File: config.mk
export PLATFORM = sky130hd
export DESIGN_NAME = reconfig_load_csr
export DESIGN_NICKNAME = d
export VERILOG_FILES = /design/src/rtl/rlc_pkg.sv /design/src/rtl/rlc_datapath.sv /design/src/rtl/rlc_ctrl.sv /design/src/rtl/reconfig_load_csr.sv
export SDC_FILE = /design/constraint.sdc
export NUM_CORES = 1
export LEC_CHECK = 0
export ABC_CLOCK_PERIOD_IN_PS = 16500
export CORE_UTILIZATION = 39
export DETAILED_ROUTE_END_ITERATION = 8
export SLEW_MARGIN = 20
export SYNTH_ARGS = -nofsm -noshare
export SYNTH_HDL_FRONTEND = slang
export SYNTH_SLANG_ARGS = --single-unit
File: constraint.sdc
create_clock -name clk -period 16.5 [get_ports clk]
set_clock_uncertainty 0.2 [all_clocks]
set_input_delay 2.475 -clock clk [delete_from_list [all_inputs] [get_ports clk]]
set_output_delay 2.475 -clock clk [all_outputs]
set_load 0.02 [all_outputs]
File: src/rtl/rlc_pkg.sv
package rlc_pkg;
  localparam int WORD_W = 32;
  localparam int ERR_W  = 4;

  localparam logic [2:0] ADDR_IDENT = 3'd0;
  localparam logic [2:0] ADDR_CTRL  = 3'd1;
  localparam logic [2:0] ADDR_STAT  = 3'd2;
  localparam logic [2:0] ADDR_DATA  = 3'd3;
  localparam logic [2:0] ADDR_ERR   = 3'd4;

  localparam int CTL_FLUSH = 0;
  localparam int CTL_ACK   = 1;
  localparam int CTL_START = 2;
  localparam int CTL_PUSH  = 3;

  localparam int ERR_NOLOAD   = 0;
  localparam int ERR_NOCREDIT = 1;
  localparam int ERR_REGION   = 2;
  localparam int ERR_ENGINE   = 3;

  localparam logic [3:0] IDENT_REV = 4'd1;

  typedef enum logic [3:0] {
    HS_IDLE  = 4'd0,
    HS_FLUSH = 4'd1,
    HS_LOAD  = 4'd2,
    HS_DRAIN = 4'd3
  } hostState_e;

  typedef struct packed {
    logic              push;
    logic              flush;
    logic [WORD_W-1:0] word;
  } queueCmd_t;
endpackage

File: src/rtl/rlc_datapath.sv
module rlc_datapath
  import rlc_pkg::*;
#(
  parameter int DEPTH = 8,
  localparam int PTRW = (DEPTH > 1) ? $clog2(DEPTH) : 1,
  localparam int CNTW = $clog2(DEPTH + 1)
) (
  input  logic              clk,
  input  logic              rstN,
  input  queueCmd_t         cmd,
  input  logic              cfgReady,
  output logic              cfgValid,
  output logic [WORD_W-1:0] cfgData,
  output logic [CNTW-1:0]   occupancy
);
  logic [WORD_W-1:0] store [DEPTH];
  logic [PTRW-1:0]   wrPtr;
  logic [PTRW-1:0]   rdPtr;
  logic              pop;
  logic              doPush;

  function automatic logic [PTRW-1:0] bump(input logic [PTRW-1:0] p);
    return (p == PTRW'(DEPTH - 1)) ? '0 : p + PTRW'(1);
  endfunction

  assign cfgValid = (occupancy != '0);
  assign cfgData  = store[rdPtr];
  assign pop      = cfgValid && cfgReady && !cmd.flush;
  assign doPush   = cmd.push && !cmd.flush;

  always_ff @(posedge clk) begin
    if (doPush) store[wrPtr] <= cmd.word;
  end

  always_ff @(posedge clk) begin
    if (!rstN || cmd.flush) begin
      wrPtr     <= '0;
      rdPtr     <= '0;
      occupancy <= '0;
    end else begin
      if (doPush) wrPtr <= bump(wrPtr);
      if (pop)    rdPtr <= bump(rdPtr);
      occupancy <= occupancy + CNTW'(doPush) - CNTW'(pop);
    end
  end

  assert_count_bound_R4: assert property (@(posedge clk) disable iff (!rstN)
    occupancy <= CNTW'(DEPTH));

  assert_push_fits_R7: assert property (@(posedge clk) disable iff (!rstN)
    cmd.push |-> occupancy < CNTW'(DEPTH));

  assert_hold_word_R5: assert property (@(posedge clk) disable iff (!rstN)
    (cfgValid && !cfgReady && !cmd.flush) |=> (cfgValid && $stable(cfgData)));
endmodule

File: src/rtl/rlc_ctrl.sv
module rlc_ctrl
  import rlc_pkg::*;
#(
  parameter int DEPTH   = 8,
  parameter int REGIONS = 4,
  localparam int CNTW   = $clog2(DEPTH + 1),
  localparam int REGW   = (REGIONS > 1) ? $clog2(REGIONS) : 1
) (
  input  logic              clk,
  input  logic              rstN,
  input  logic              csrWrEn,
  input  logic              csrRdEn,
  input  logic [2:0]        csrAddr,
  input  logic [63:0]       csrWrData,
  output logic [63:0]       csrRdData,
  input  logic [CNTW-1:0]   occupancy,
  input  logic              cfgFault,
  output logic [REGW-1:0]   cfgRegion,
  output queueCmd_t         cmd
);
  localparam logic [8:0]      REGION_LIM = 9'(REGIONS);
  localparam logic [CNTW-1:0] FULL_CNT   = CNTW'(DEPTH);

  logic             flushReq;
  logic             flushAck;
  logic             startReq;
  logic             pushing;
  logic [REGW-1:0]  regionQ;
  logic [ERR_W-1:0] errQ;

  logic             wrCtrl, wrData, wrErr, isIdle;
  logic [7:0]       reqRegion;
  logic             regionOk, startOk, startBad, pushSet, release_;
  logic             dataOk, dataNoLoad, dataNoCredit, engHit;
  logic [CNTW-1:0]  credits;
  logic [ERR_W-1:0] errSet, errClr;
  hostState_e       hostState;
  logic [63:0]      ctrlView, statView, identView, rdNext;
  logic             unusedHigh;

  assign unusedHigh = ^csrWrData[63:32];

  assign wrCtrl    = csrWrEn && (csrAddr == ADDR_CTRL);
  assign wrData    = csrWrEn && (csrAddr == ADDR_DATA);
  assign wrErr     = csrWrEn && (csrAddr == ADDR_ERR);
  assign reqRegion = csrWrData[15:8];
  assign isIdle    = !flushReq && !startReq;
  assign credits   = FULL_CNT - occupancy;

  assign regionOk = ({1'b0, reqRegion} < REGION_LIM);
  assign startOk  = wrCtrl && !csrWrData[CTL_FLUSH] && csrWrData[CTL_START]
                    && isIdle && regionOk;
  assign startBad = wrCtrl && !csrWrData[CTL_FLUSH] && csrWrData[CTL_START]
                    && isIdle && !regionOk;
  assign pushSet  = wrCtrl && !csrWrData[CTL_FLUSH] && csrWrData[CTL_PUSH]
                    && startReq && !flushReq;
  assign release_ = pushing && (occupancy == '0);

  assign dataNoLoad   = wrData && (!startReq || pushing);
  assign dataNoCredit = wrData && startReq && !pushing && (credits == '0);
  assign dataOk       = wrData && startReq && !pushing && (credits != '0);
  assign engHit       = cfgFault && startReq;

  always_comb begin
    errSet = '0;
    errSet[ERR_NOLOAD]   = dataNoLoad;
    errSet[ERR_NOCREDIT] = dataNoCredit;
    errSet[ERR_REGION]   = startBad;
    errSet[ERR_ENGINE]   = engHit;
    errClr = wrErr ? csrWrData[ERR_W-1:0] : '0;
  end

  always_comb begin
    cmd       = '0;
    cmd.push  = dataOk;
    cmd.flush = flushReq || engHit;
    cmd.word  = csrWrData[WORD_W-1:0];
  end

  always_ff @(posedge clk) begin
    if (!rstN) begin
      flushReq <= 1'b0;
      flushAck <= 1'b0;
      startReq <= 1'b0;
      pushing  <= 1'b0;
      regionQ  <= '0;
      errQ     <= '0;
    end else begin
      if (wrCtrl) flushReq <= csrWrData[CTL_FLUSH];
      flushAck <= flushReq;

      if (flushReq)     startReq <= 1'b0;
      else if (startOk) startReq <= 1'b1;
      else if (release_) startReq <= 1'b0;

      if (flushReq || release_) pushing <= 1'b0;
      else if (pushSet)         pushing <= 1'b1;

      if (startOk) regionQ <= reqRegion[REGW-1:0];

      errQ <= (errQ & ~errClr) | errSet;
    end
  end

  always_comb begin
    if (flushReq)     hostState = HS_FLUSH;
    else if (pushing) hostState = HS_DRAIN;
    else if (startReq) hostState = HS_LOAD;
    else              hostState = HS_IDLE;
  end

  always_comb begin
    identView        = '0;
    identView[3:0]   = IDENT_REV;
    identView[15:8]  = 8'(REGIONS);

    ctrlView             = '0;
    ctrlView[CTL_FLUSH]  = flushReq;
    ctrlView[CTL_ACK]    = flushAck;
    ctrlView[CTL_START]  = startReq;
    ctrlView[CTL_PUSH]   = pushing;
    ctrlView[15:8]       = 8'(regionQ);

    statView         = '0;
    statView[0]      = |errQ;
    statView[11:8]   = hostState;
    statView[23:16]  = 8'(credits);

    case (csrAddr)
      ADDR_IDENT: rdNext = identView;
      ADDR_CTRL:  rdNext = ctrlView;
      ADDR_STAT:  rdNext = statView;
      ADDR_ERR:   rdNext = {{(64-ERR_W){1'b0}}, errQ};
      default:    rdNext = '0;
    endcase
  end

  always_ff @(posedge clk) begin
    if (!rstN)        csrRdData <= '0;
    else if (csrRdEn) csrRdData <= rdNext;
  end

  assign cfgRegion = regionQ;

  assert_ack_after_flush_R1: assert property (@(posedge clk) disable iff (!rstN)
    $rose(flushAck) |-> (occupancy == '0));

  assert_release_empty_R8: assert property (@(posedge clk) disable iff (!rstN)
    $fell(startReq) |-> (occupancy == '0));

  assert_region_legal_R10: assert property (@(posedge clk) disable iff (!rstN)
    startReq |-> (int'(regionQ) < REGIONS));

  assert_no_queue_idle_R6: assert property (@(posedge clk) disable iff (!rstN)
    (!startReq && !flushReq) |=> (occupancy == '0) || startReq);
endmodule

File: src/rtl/reconfig_load_csr.sv
module reconfig_load_csr
  import rlc_pkg::*;
#(
  parameter int DEPTH   = 8,
  parameter int REGIONS = 4,
  localparam int CNTW   = $clog2(DEPTH + 1),
  localparam int REGW   = (REGIONS > 1) ? $clog2(REGIONS) : 1
) (
  input  logic              clk,
  input  logic              rstN,
  input  logic              csrWrEn,
  input  logic              csrRdEn,
  input  logic [2:0]        csrAddr,
  input  logic [63:0]       csrWrData,
  output logic [63:0]       csrRdData,
  output logic              cfgValid,
  input  logic              cfgReady,
  output logic [WORD_W-1:0] cfgData,
  output logic [REGW-1:0]   cfgRegion,
  input  logic              cfgFault
);
  queueCmd_t       cmd;
  logic [CNTW-1:0] occupancy;

  rlc_ctrl #(.DEPTH(DEPTH), .REGIONS(REGIONS)) u_ctrl (
    .clk       (clk),
    .rstN      (rstN),
    .csrWrEn   (csrWrEn),
    .csrRdEn   (csrRdEn),
    .csrAddr   (csrAddr),
    .csrWrData (csrWrData),
    .csrRdData (csrRdData),
    .occupancy (occupancy),
    .cfgFault  (cfgFault),
    .cfgRegion (cfgRegion),
    .cmd       (cmd)
  );

  rlc_datapath #(.DEPTH(DEPTH)) u_data (
    .clk       (clk),
    .rstN      (rstN),
    .cmd       (cmd),
    .cfgReady  (cfgReady),
    .cfgValid  (cfgValid),
    .cfgData   (cfgData),
    .occupancy (occupancy)
  );
endmodule

# Word level (Yosys, flattened, before mapping)
# Memories as Yosys holds them, arrays and structs flattened. A register that Yosys moved wholly into a read port is not among the register bits.
# Cells that the tools add are included.
# classes
n_bitwise	4
magnitude_cmp	1
n_addsub	5
n_mux	13
reduce_logical	42
eq_ne	6
# ops
operator	count
$pmux 20 s4	1
$logic_and 1x1->1	22
$mux 3	4
$mux 4	3
$eq 3x3->1 const B	3
$logic_not 4->1	2
$lt 8x3->1 const B	1
$reduce_bool 4->1	2
$logic_not 1->1	7
$add 3x1->3 const B	2
$eq 3x2->1 const B	2
$add 4x1->4	1
$and 4x4->4	1
$logic_or 1x1->1	4
$mux 1	4
$not 4->4	1
$or 4x4->4	1
$reduce_or 2->1	2
$reduce_or 4->1	1
$sub 4x1->4	1
$sub 4x4->4 const A	1
$eq 3x1->1 const B	1
$logic_not 3->1	1
$mux 2	1
2 further kinds	2
# word_totals
in_bits	73
regBits	84
ram_bits	256
elab_cells	82
n_memories	1
output_inout_bits	99
# mem_list
memory	words	word_bits	read_ports	rd_clocked_by_memory_dff	write_ports	line_no	source
u_data.store	8	32	1	1	1	rlc_datapath.sv:16	logic [WORD_W-1:0] store [DEPTH];

# Logic depth before layout (Yosys ltp)
# Gate-level depths: netlist (run 1).
# depth
word_depth	8
mapped_depth	12

# Cells and area by module
# Synthesis (run 1) repeated with hierarchy kept, for this count alone.
# unflattened
hier_cells	665
area_unflattened_um2	12229.2
# modules_own_cells
mod	cells_per_inst	area_per_inst_um2	n_inst
rlc_datapath	446	10440.0	1
rlc_ctrl	219	1789.2	1

# Worst setup path before layout (run 1)
# No wires, ideal clock.
# synth_path
path_type	input -> register
start	input port csrAddr[2]
end	memory u_data.store[2][0], enable pin
path_stages	4
arrival_ps	6365
path_slack_ps	9433
path_cell_list	and2b_2 -> nand4_2 -> a2111oi_4 -> nor4bb_1
# synth_between
elab_chain_cells	8
# synth_lines
item	line_no	source
start, declared	reconfig_load_csr.sv:13	input logic [2:0] csrAddr,
$eq 3x2->1	rlc_ctrl.sv:44	assign wrData = csrWrEn && (csrAddr == ADDR_DATA);
$logic_and 1x1->1	rlc_ctrl.sv:44	
$logic_and 1x1->1 (3 in a row)	rlc_ctrl.sv:61	assign dataOk = wrData && startReq && !pushing && (credits != '0);
$logic_and 1x1->1	rlc_datapath.sv:29	assign doPush = cmd.push && !cmd.flush;
$mux 1	rlc_datapath.sv:32	if (doPush) store[wrPtr] <= cmd.word;
$mux 1 (not written as such)	rlc_datapath.sv:32	
end, declared	rlc_datapath.sv:16	
# No other way between the ends.

==> results of run 1 <==
## final cells by class
class | instances | area (um^2) | share of cell area [%]
Clock buffer | 34 | 766 | 5.50
Clock inverter | 22 | 264 | 1.90
Sequential cell | 290 | 8380 | 60.2
Timing Repair Buffer | 92 | 906 | 6.51
Inverter | 13 | 48.8 | 0.351
Multi-Input combinational cell | 294 | 3070 | 22.1
Tap cell | 390 | 488 | 3.51
## kinds of logic after synthesis
family | after synthesis
adders and majority gates | 12
and+or+nand+nor | 86
DFF | 290
xor gates and xnor gates | 4
muxes | 104
buffers and inverters | 92
AOI/OAI and AO/OA | 35
other | 1
## flip-flops by register name, indices dropped and copies added (netlist names), named ones only
name / cells
u_ctrl.csrRdData: 11
u_ctrl.errQ: 4
u_ctrl.flushReq: 1
u_data.occupancy: 4
u_data.wrPtr: 3
u_data.rdPtr: 3
u_ctrl.pushing: 1
u_ctrl.cfgRegion: 2
u_data.store: 256
u_ctrl.flushAck: 1
u_ctrl.startReq: 1
## worst max-delay path, stage by stage (launching register included)
cell and delay [ns]:
dfxtp_4 0.72, buf_4 0.70, mux4_2 0.59, mux2_2 0.28, clkdlybuf4s50_1 0.61
## cells in the final DEF, fill, tap and decap left out, drive strengths merged, types with 5 or more instances in the layout
cell type and count:
edfxtp 256, nand2b 5, inv 14, nor2 9, clkbuf 34, and2 7, ha 11, mux2 32
o22ai 6, dfxtp 34, clkinv 14, a21boi 6, buf 6, bufinv 5, clkdlybuf4s50 86, nand3 5
mux4 64, nor2b 10, nand2 22, mux2i 8, conb 53, a21oi 7
## through the flow
stage / total power [W] / utilization, % / cells / hold WS (ns)
after global placement: 0.00116 / 43.4 / 1079 / 0.269
after global routing: 0.00191 / 46.8 / 1135 / 0.321
after detailed placement: 0.00117 / 43.4 / 1079 / 0.272
final: 0.00184 / 46.8 / 1135 / 0.282
after floorplan: 0.00108 / - / 676 / 0.254
after CTS: 0.00186 / 46.8 / 1135 / 0.282
## worst min path at each step
stage / slack, ns / to / startpoint / depth (start not counted)
2_1_floorplan: 0.25 / u_ctrl.errQ[0] / u_ctrl.errQ[0] / 2
3_3_place_gp: 0.27 / flip-flop / u_data.rdPtr[0] / 2
3_5_place_dp: 0.27 / flip-flop / u_data.rdPtr[0] / 2
4_1_cts: 0.28 / u_ctrl.csrRdData[0] / u_ctrl.csrRdData[0] / 2
5_1_grt: 0.32 / u_ctrl.cfgRegion[1] / u_ctrl.cfgRegion[1] / 2
6_report: 0.28 / u_ctrl.csrRdData[0] / u_ctrl.csrRdData[0] / 2
## metal layers
layer | vias to the layer above | routed length, um | global-route usage, % | share of wire (%)
met5 | - | 0 | 0 | 0
met4 | 0 | 384 | 3.41 | 1.7
met2 | 173 | 11400 | 25.0 | 51
met1 | 2973 | 9530 | 19.1 | 42
met3 | 38 | 1230 | 3.06 | 5.5
li1 | 2559 | - | - | -
## power breakdown
group          leakage [nW]  internal (W)  total (W)  switching, W
Combinational          1.40      0.000166   0.000310      0.000144
Sequential             2.58      0.000806   0.000837     0.0000313
Clock                 0.501      0.000413   0.000689      0.000275
Total                  4.48       0.00139    0.00184      0.000450
==> flow_metrics.py, run 1 <==
metrics = {
    "status": {
        "status": "completed",
    },
    "drt": {
        "routed_wl_um": 22500,
        "ant_nets": 0,
        "via_per_inst": 5.06,
        "wl_per_cell_um": 19.9,
        "dr.pass1.iters": 4,
        "drcViolationCount": 0,
        "drt_iter0_markers": 298,
        "via_count": 5743,
    },
    "timing": {
        "hold_viol_final": 0,
        "min_period_ns": 6.19,
        "worst_slack_ns": 10.31,
        "setup_viol": 0,
        "relSlewSlack_pct": 28.9,
        "min_period_over_period_pct": 37.5,
        "rsz0062_at_grt": "false",
        "worstMarginPinSlew_ns": 1.07,
        "fmax_mhz": 161,
        "slew_violations": 0,
        "totalNegativeSetupSlack_ns": 0,
    },
    "logic_synthesis": {
        "synth_compound_area_share_pct": 2.16,
        "synth_cells": 624,
        "synth_top_family_by_area": "multiplexers",
        "yosys-top-cells-count": "edfxtp_1 (256), mux4_2 (64), buf_4 (53)",
        "postSynthAreaPerCell_um2": 18.9,
        "synthSimpleGateAreaFrac_pct": 4.38,
        "yosysTopAreaCell": "edfxtp_1",
        "ys_ff_latch": 290,
        "yosysMostFrequentCell": "edfxtp_1",
        "async_reset_ff_share_pct": 0,
        "ys_types": 55,
        "yosysWarningCount": 0,
        "synthAdderAreaFrac_pct": 1.33,
        "yosys-top-cells-area": "edfxtp_1 (65%), mux4_2 (12%), dfxtp_1 (5.8%)",
        "synth_xor_area_share_pct": 0.296,
        "synthMuxAreaShare_pct": 15.9,
        "synth_top_area_share_pct": 65.0,
        "synth_edf_count": 256,
        "yosysSeqAreaShare_pct": 70.8,
        "synth_area_mm2": 0.0118,
        "ys.flop_type": "edfxtp_1",
    },
    "place": {
        "place_area_mm2": 0.0129,
        "place_congestion": 0.813,
        "dp_hpwl_um": 12600,
        "dp_slack_ns": 10.42,
        "portBuffers": 86,
    },
    "floorplan": {
        "die_x_um": 176,
        "die_y_um": 176,
        "core-area_mm2": 0.0297,
        "initial_core_util_pct": 39.8,
        "rows": 63,
        "io_pins": 172,
        "die_area_mm2": 0.0310,
    },
    "hold_path": {
        "min_path_type": "flip-flop to flip-flop",
    },
    "critical_path": {
        "end_kind": "primary output",
        "cp.arrival_ns": 3.52,
        "crit_type": "flip-flop to primary output",
        "cp-endpoint": "cfgData[1]",
        "startpoint_type": "flip-flop",
        "cp_max_fo": 36,
        "rrSetupSlack_ns": 13.02,
        "crit-reg2reg-capture": "u_data.store[7][4]",
        "worstPathRequired_ns": 13.82,
        "r2r_start": "u_data.occupancy[2]",
        "reg2regPathDepth": 6,
    },
    "clock_network": {
        "clock_latency_ns": 0.54,
        "htree_levels": 1,
        "clock-sinks": 290,
        "clk_path_buf_depth": 3,
        "cts_tree": "built",
        "cts_buffers": 30,
        "cts_hold_buf": 0,
        "cts_setup_buffers": 0,
        "clk_pin_slew_worst_paths_ns": 0.06,
        "clockRootBuffer": "clkbuf_16",
        "cts_resized": 0,
    },
    "finish": {
        "n_fill_cell": 2488,
        "post-route-cell-area_mm2": 0.0139,
        "drive_gt1_share_pct": 22.6,
        "area_growth_pct": 17.8,
        "num_antenna_cells": 0,
        "nets": 806,
    },
    "power": {
        "p_leak_nw": 4.48,
        "cellPowerDensity_mw_per_mm2": 132,
        "vdd_drop_max_mv": 0.103,
    },
    "global_routing": {
        "grt_overflow": 0,
        "grtUsageTotal_pct": 14.7,
        "antenna_found_initial": 0,
        "grt_pass1_wl_um": 34200,
        "grt_pass1_vias": 6043,
        "grt_max_degree": 65,
    },
    "job": {
        "cap_viol_max_count": 0,
    },
}
(Power assumes the default switching activity.)
==> run 2, diff against run 1 <==
--- a/config.mk
+++ b/config.mk
@@ -5,7 +5,7 @@
 export SDC_FILE = /design/constraint.sdc
 export NUM_CORES = 1
 export LEC_CHECK = 0
-export ABC_CLOCK_PERIOD_IN_PS = 16500
+export ABC_CLOCK_PERIOD_IN_PS = 5500
 export CORE_UTILIZATION = 39
 export DETAILED_ROUTE_END_ITERATION = 8
 export SLEW_MARGIN = 20
==> constraint.sdc (replaced) <==
create_clock -name clk -period 5.5 [get_ports clk]
set_clock_uncertainty 0.2 [all_clocks]
set_input_delay 0.825 -clock clk [delete_from_list [all_inputs] [get_ports clk]]
set_output_delay 0.825 -clock clk [all_outputs]
set_load 0.02 [all_outputs]
==> run 2 against run 1 <==
  * Utilization rose by 0.14 points
  * Final cell count rose by 0.88%
  * Combinational power rose to 3.0 times the previous value
  * Largest cell class unchanged
  * Via count rose by 0.16%
  * Register-to-register slack got worse by 11 ns
  * Cell area rose by 0.30%
  * Highest routed layer unchanged
  * Critical path type unchanged
  * Hold slack improved by 0.0055 ns
  * Sequential power rose to 3.0 times the previous value
  * Total power rose to 3.0 times the previous value
  * Flip-flop and latch count did not move
==> flow_metrics.py, run 2 (synthesized netlist as in run 1, its figures left out) <==
metrics = {
    "power": {
        "power_frac_clock_pct": 37.1,
        "power_w": 0.00549,
        "switching_power_w": 0.00134,
        "p_leak_nw": 4.51,
        "p_comb_share_pct": 16.7,
        "intPower_w": 0.00415,
        "vdd_drop_max_mv": 0.227,
        "swShare_pct": 24.5,
        "pwr-share-seq_pct": 46.2,
        "cellPowerDensity_mw_per_mm2": 393,
    },
    "drt": {
        "drt_iter0_markers": 400,
        "via_per_inst": 5.02,
        "routed_wl_um": 22900,
        "via_count": 5752,
        "dr.pass1.iters": 4,
        "ant_nets": 0,
        "drcViolationCount": 0,
        "wl_per_cell_um": 20.0,
    },
    "finish": {
        "drive_gt1_share_pct": 22.9,
        "area_growth_pct": 18.1,
        "final_common_cell": "edfxtp_1",
        "top_register": "u_data.store",
        "multi_input_area_mm2": 0.00307,
        "top_regs": "u_data.store: 256 flops, u_ctrl.csrRdData: 11 flops",
        "nets": 815,
        "final_core_utilization_pct": 47.0,
        "largest_reg_flops": 256,
        "num_antenna_cells": 0,
        "n_fill_cell": 2498,
        "regArea_mm2": 0.00838,
        "mostFrequentLayoutCells": "edfxtp_1 (256), clkdlybuf4s50_1 (86), mux4_2 (64)",
    },
    "floorplan": {
        "core-area_mm2": 0.0297,
        "initial_core_util_pct": 39.8,
        "die_area_mm2": 0.0310,
        "rows": 63,
        "die_x_um": 176,
        "die_y_um": 176,
        "io_pins": 172,
    },
    "place": {
        "portBuffers": 86,
        "dp_hpwl_um": 13900,
        "place_congestion": 0.782,
    },
    "clock_network": {
        "clock-sinks": 290,
        "cts_buffers": 31,
        "cts_setup_buffers": 0,
        "cts_hold_buf": 0,
        "cts_resized": 0,
        "clock_latency_ns": 0.56,
        "clockRootBuffer": "clkbuf_16",
        "clk_path_buf_depth": 3,
        "htree_levels": 1,
        "clk_pin_slew_worst_paths_ns": 0.06,
        "cts_tree": "built",
    },
    "critical_path": {
        "cp_max_fo": 44,
        "crit_type": "flip-flop to primary output",
        "startpoint_type": "flip-flop",
        "cp.arrival_ns": 3.31,
        "crit_path_cell_trace": "buf_4, mux4_2, mux2_2, clkdlybuf4s50_1",
        "end_kind": "primary output",
        "slowest_stage": "dfxtp_4",
        "slowest_delay_ns": 0.94,
        "worstPathRequired_ns": 4.47,
    },
    "status": {
        "status": "completed",
    },
    "job": {
        "cap_viol_max_count": 0,
    },
    "timing": {
        "relSlewSlack_pct": 30.6,
        "slew_violations": 0,
        "min_period_over_period_pct": 78.8,
        "fmax_mhz": 231,
        "rsz0062_at_grt": "false",
        "totalNegativeSetupSlack_ns": 0,
        "setup_viol": 0,
        "hold_viol_final": 0,
        "worstMarginPinSlew_ns": 1.04,
        "min_period_ns": 4.33,
    },
    "global_routing": {
        "grt_pass1_wl_um": 35000,
        "grtUsageTotal_pct": 15.0,
        "antenna_found_initial": 0,
        "grt_overflow": 0,
        "grt_max_degree": 65,
        "grt_pass1_vias": 6077,
    },
    "hold_path": {
        "min_path_type": "flip-flop to flip-flop",
    },
}
## run 2: cell count changes in the layout (fill, tap and decap cells not counted), sizes merged
cell      previous run  this run
clkinvlp             2         1
buf                  6        14
clkinv              14        13
clkbuf              34        39
bufinv               5         4
## run 2: power groups by stage
stage | sequential, W | clock [W] | combinational, W
3_5_place_dp | 0.00259 | 0 | 0.000920
6_report | 0.00254 | 0.00204 | 0.000915
4_1_cts | 0.00255 | 0.00208 | 0.000928
5_1_grt | 0.00256 | 0.00218 | 0.000983
3_3_place_gp | 0.00259 | 0 | 0.000901
2_1_floorplan | 0.00248 | 0 | 0.000760
## run 2: worst max-delay path: cells and delay by family, from the launching register on
kind,cells,cell delay (ns)
buffers and inverters,2,0.93
DFF,1,0.94
muxes,2,0.83
## run 2: worst paths after layout
| check | cells past startpoint | start | slack, ns | endpoint |
|---|---|---|---|---|
| worst max register to register | 7 | u_data.occupancy[2] | 2.07 | u_data.store[1][18] |
| worst max-delay path | 4 | flip-flop | 1.17 | cfgData[12] |
| worst min register to register | 2 | u_ctrl.csrRdData[0] | 0.29 | u_ctrl.csrRdData[0] |
| worst min-delay path | 2 | u_ctrl.csrRdData[0] | 0.29 | u_ctrl.csrRdData[0] |
## run 2: final cells by class
class	instances	share of cell area (%)
clock buffers	39	5.77
repair buffers	100	6.92
clock inverters	19	1.47
inverters	13	0.350
well taps	390	3.50
multi-input cells	294	22.0
flip-flops and latches	290	60.0
## run 2: metrics by stage
step	instances	area [um^2]	hold slack [ns]	worst slack, ns
CTS	1145	14000	0.292	1.02
finish	1145	14000	0.287	1.17
floorplan	676	12000	0.254	0.0832
global placement	1087	12900	0.261	1.22
detailed placement	1087	12900	0.273	1.11
global route	1145	14000	0.311	0.924
## run 2: per-layer routing
layer  up-vias  global-route usage (%)  share of wire [%]
met5         -                       0                  0
met4         0                    3.30                1.7
met3        32                    2.97                5.4
met2       174                    25.8                 50
met1      2956                    19.7                 43
li1       2590                       -                  -
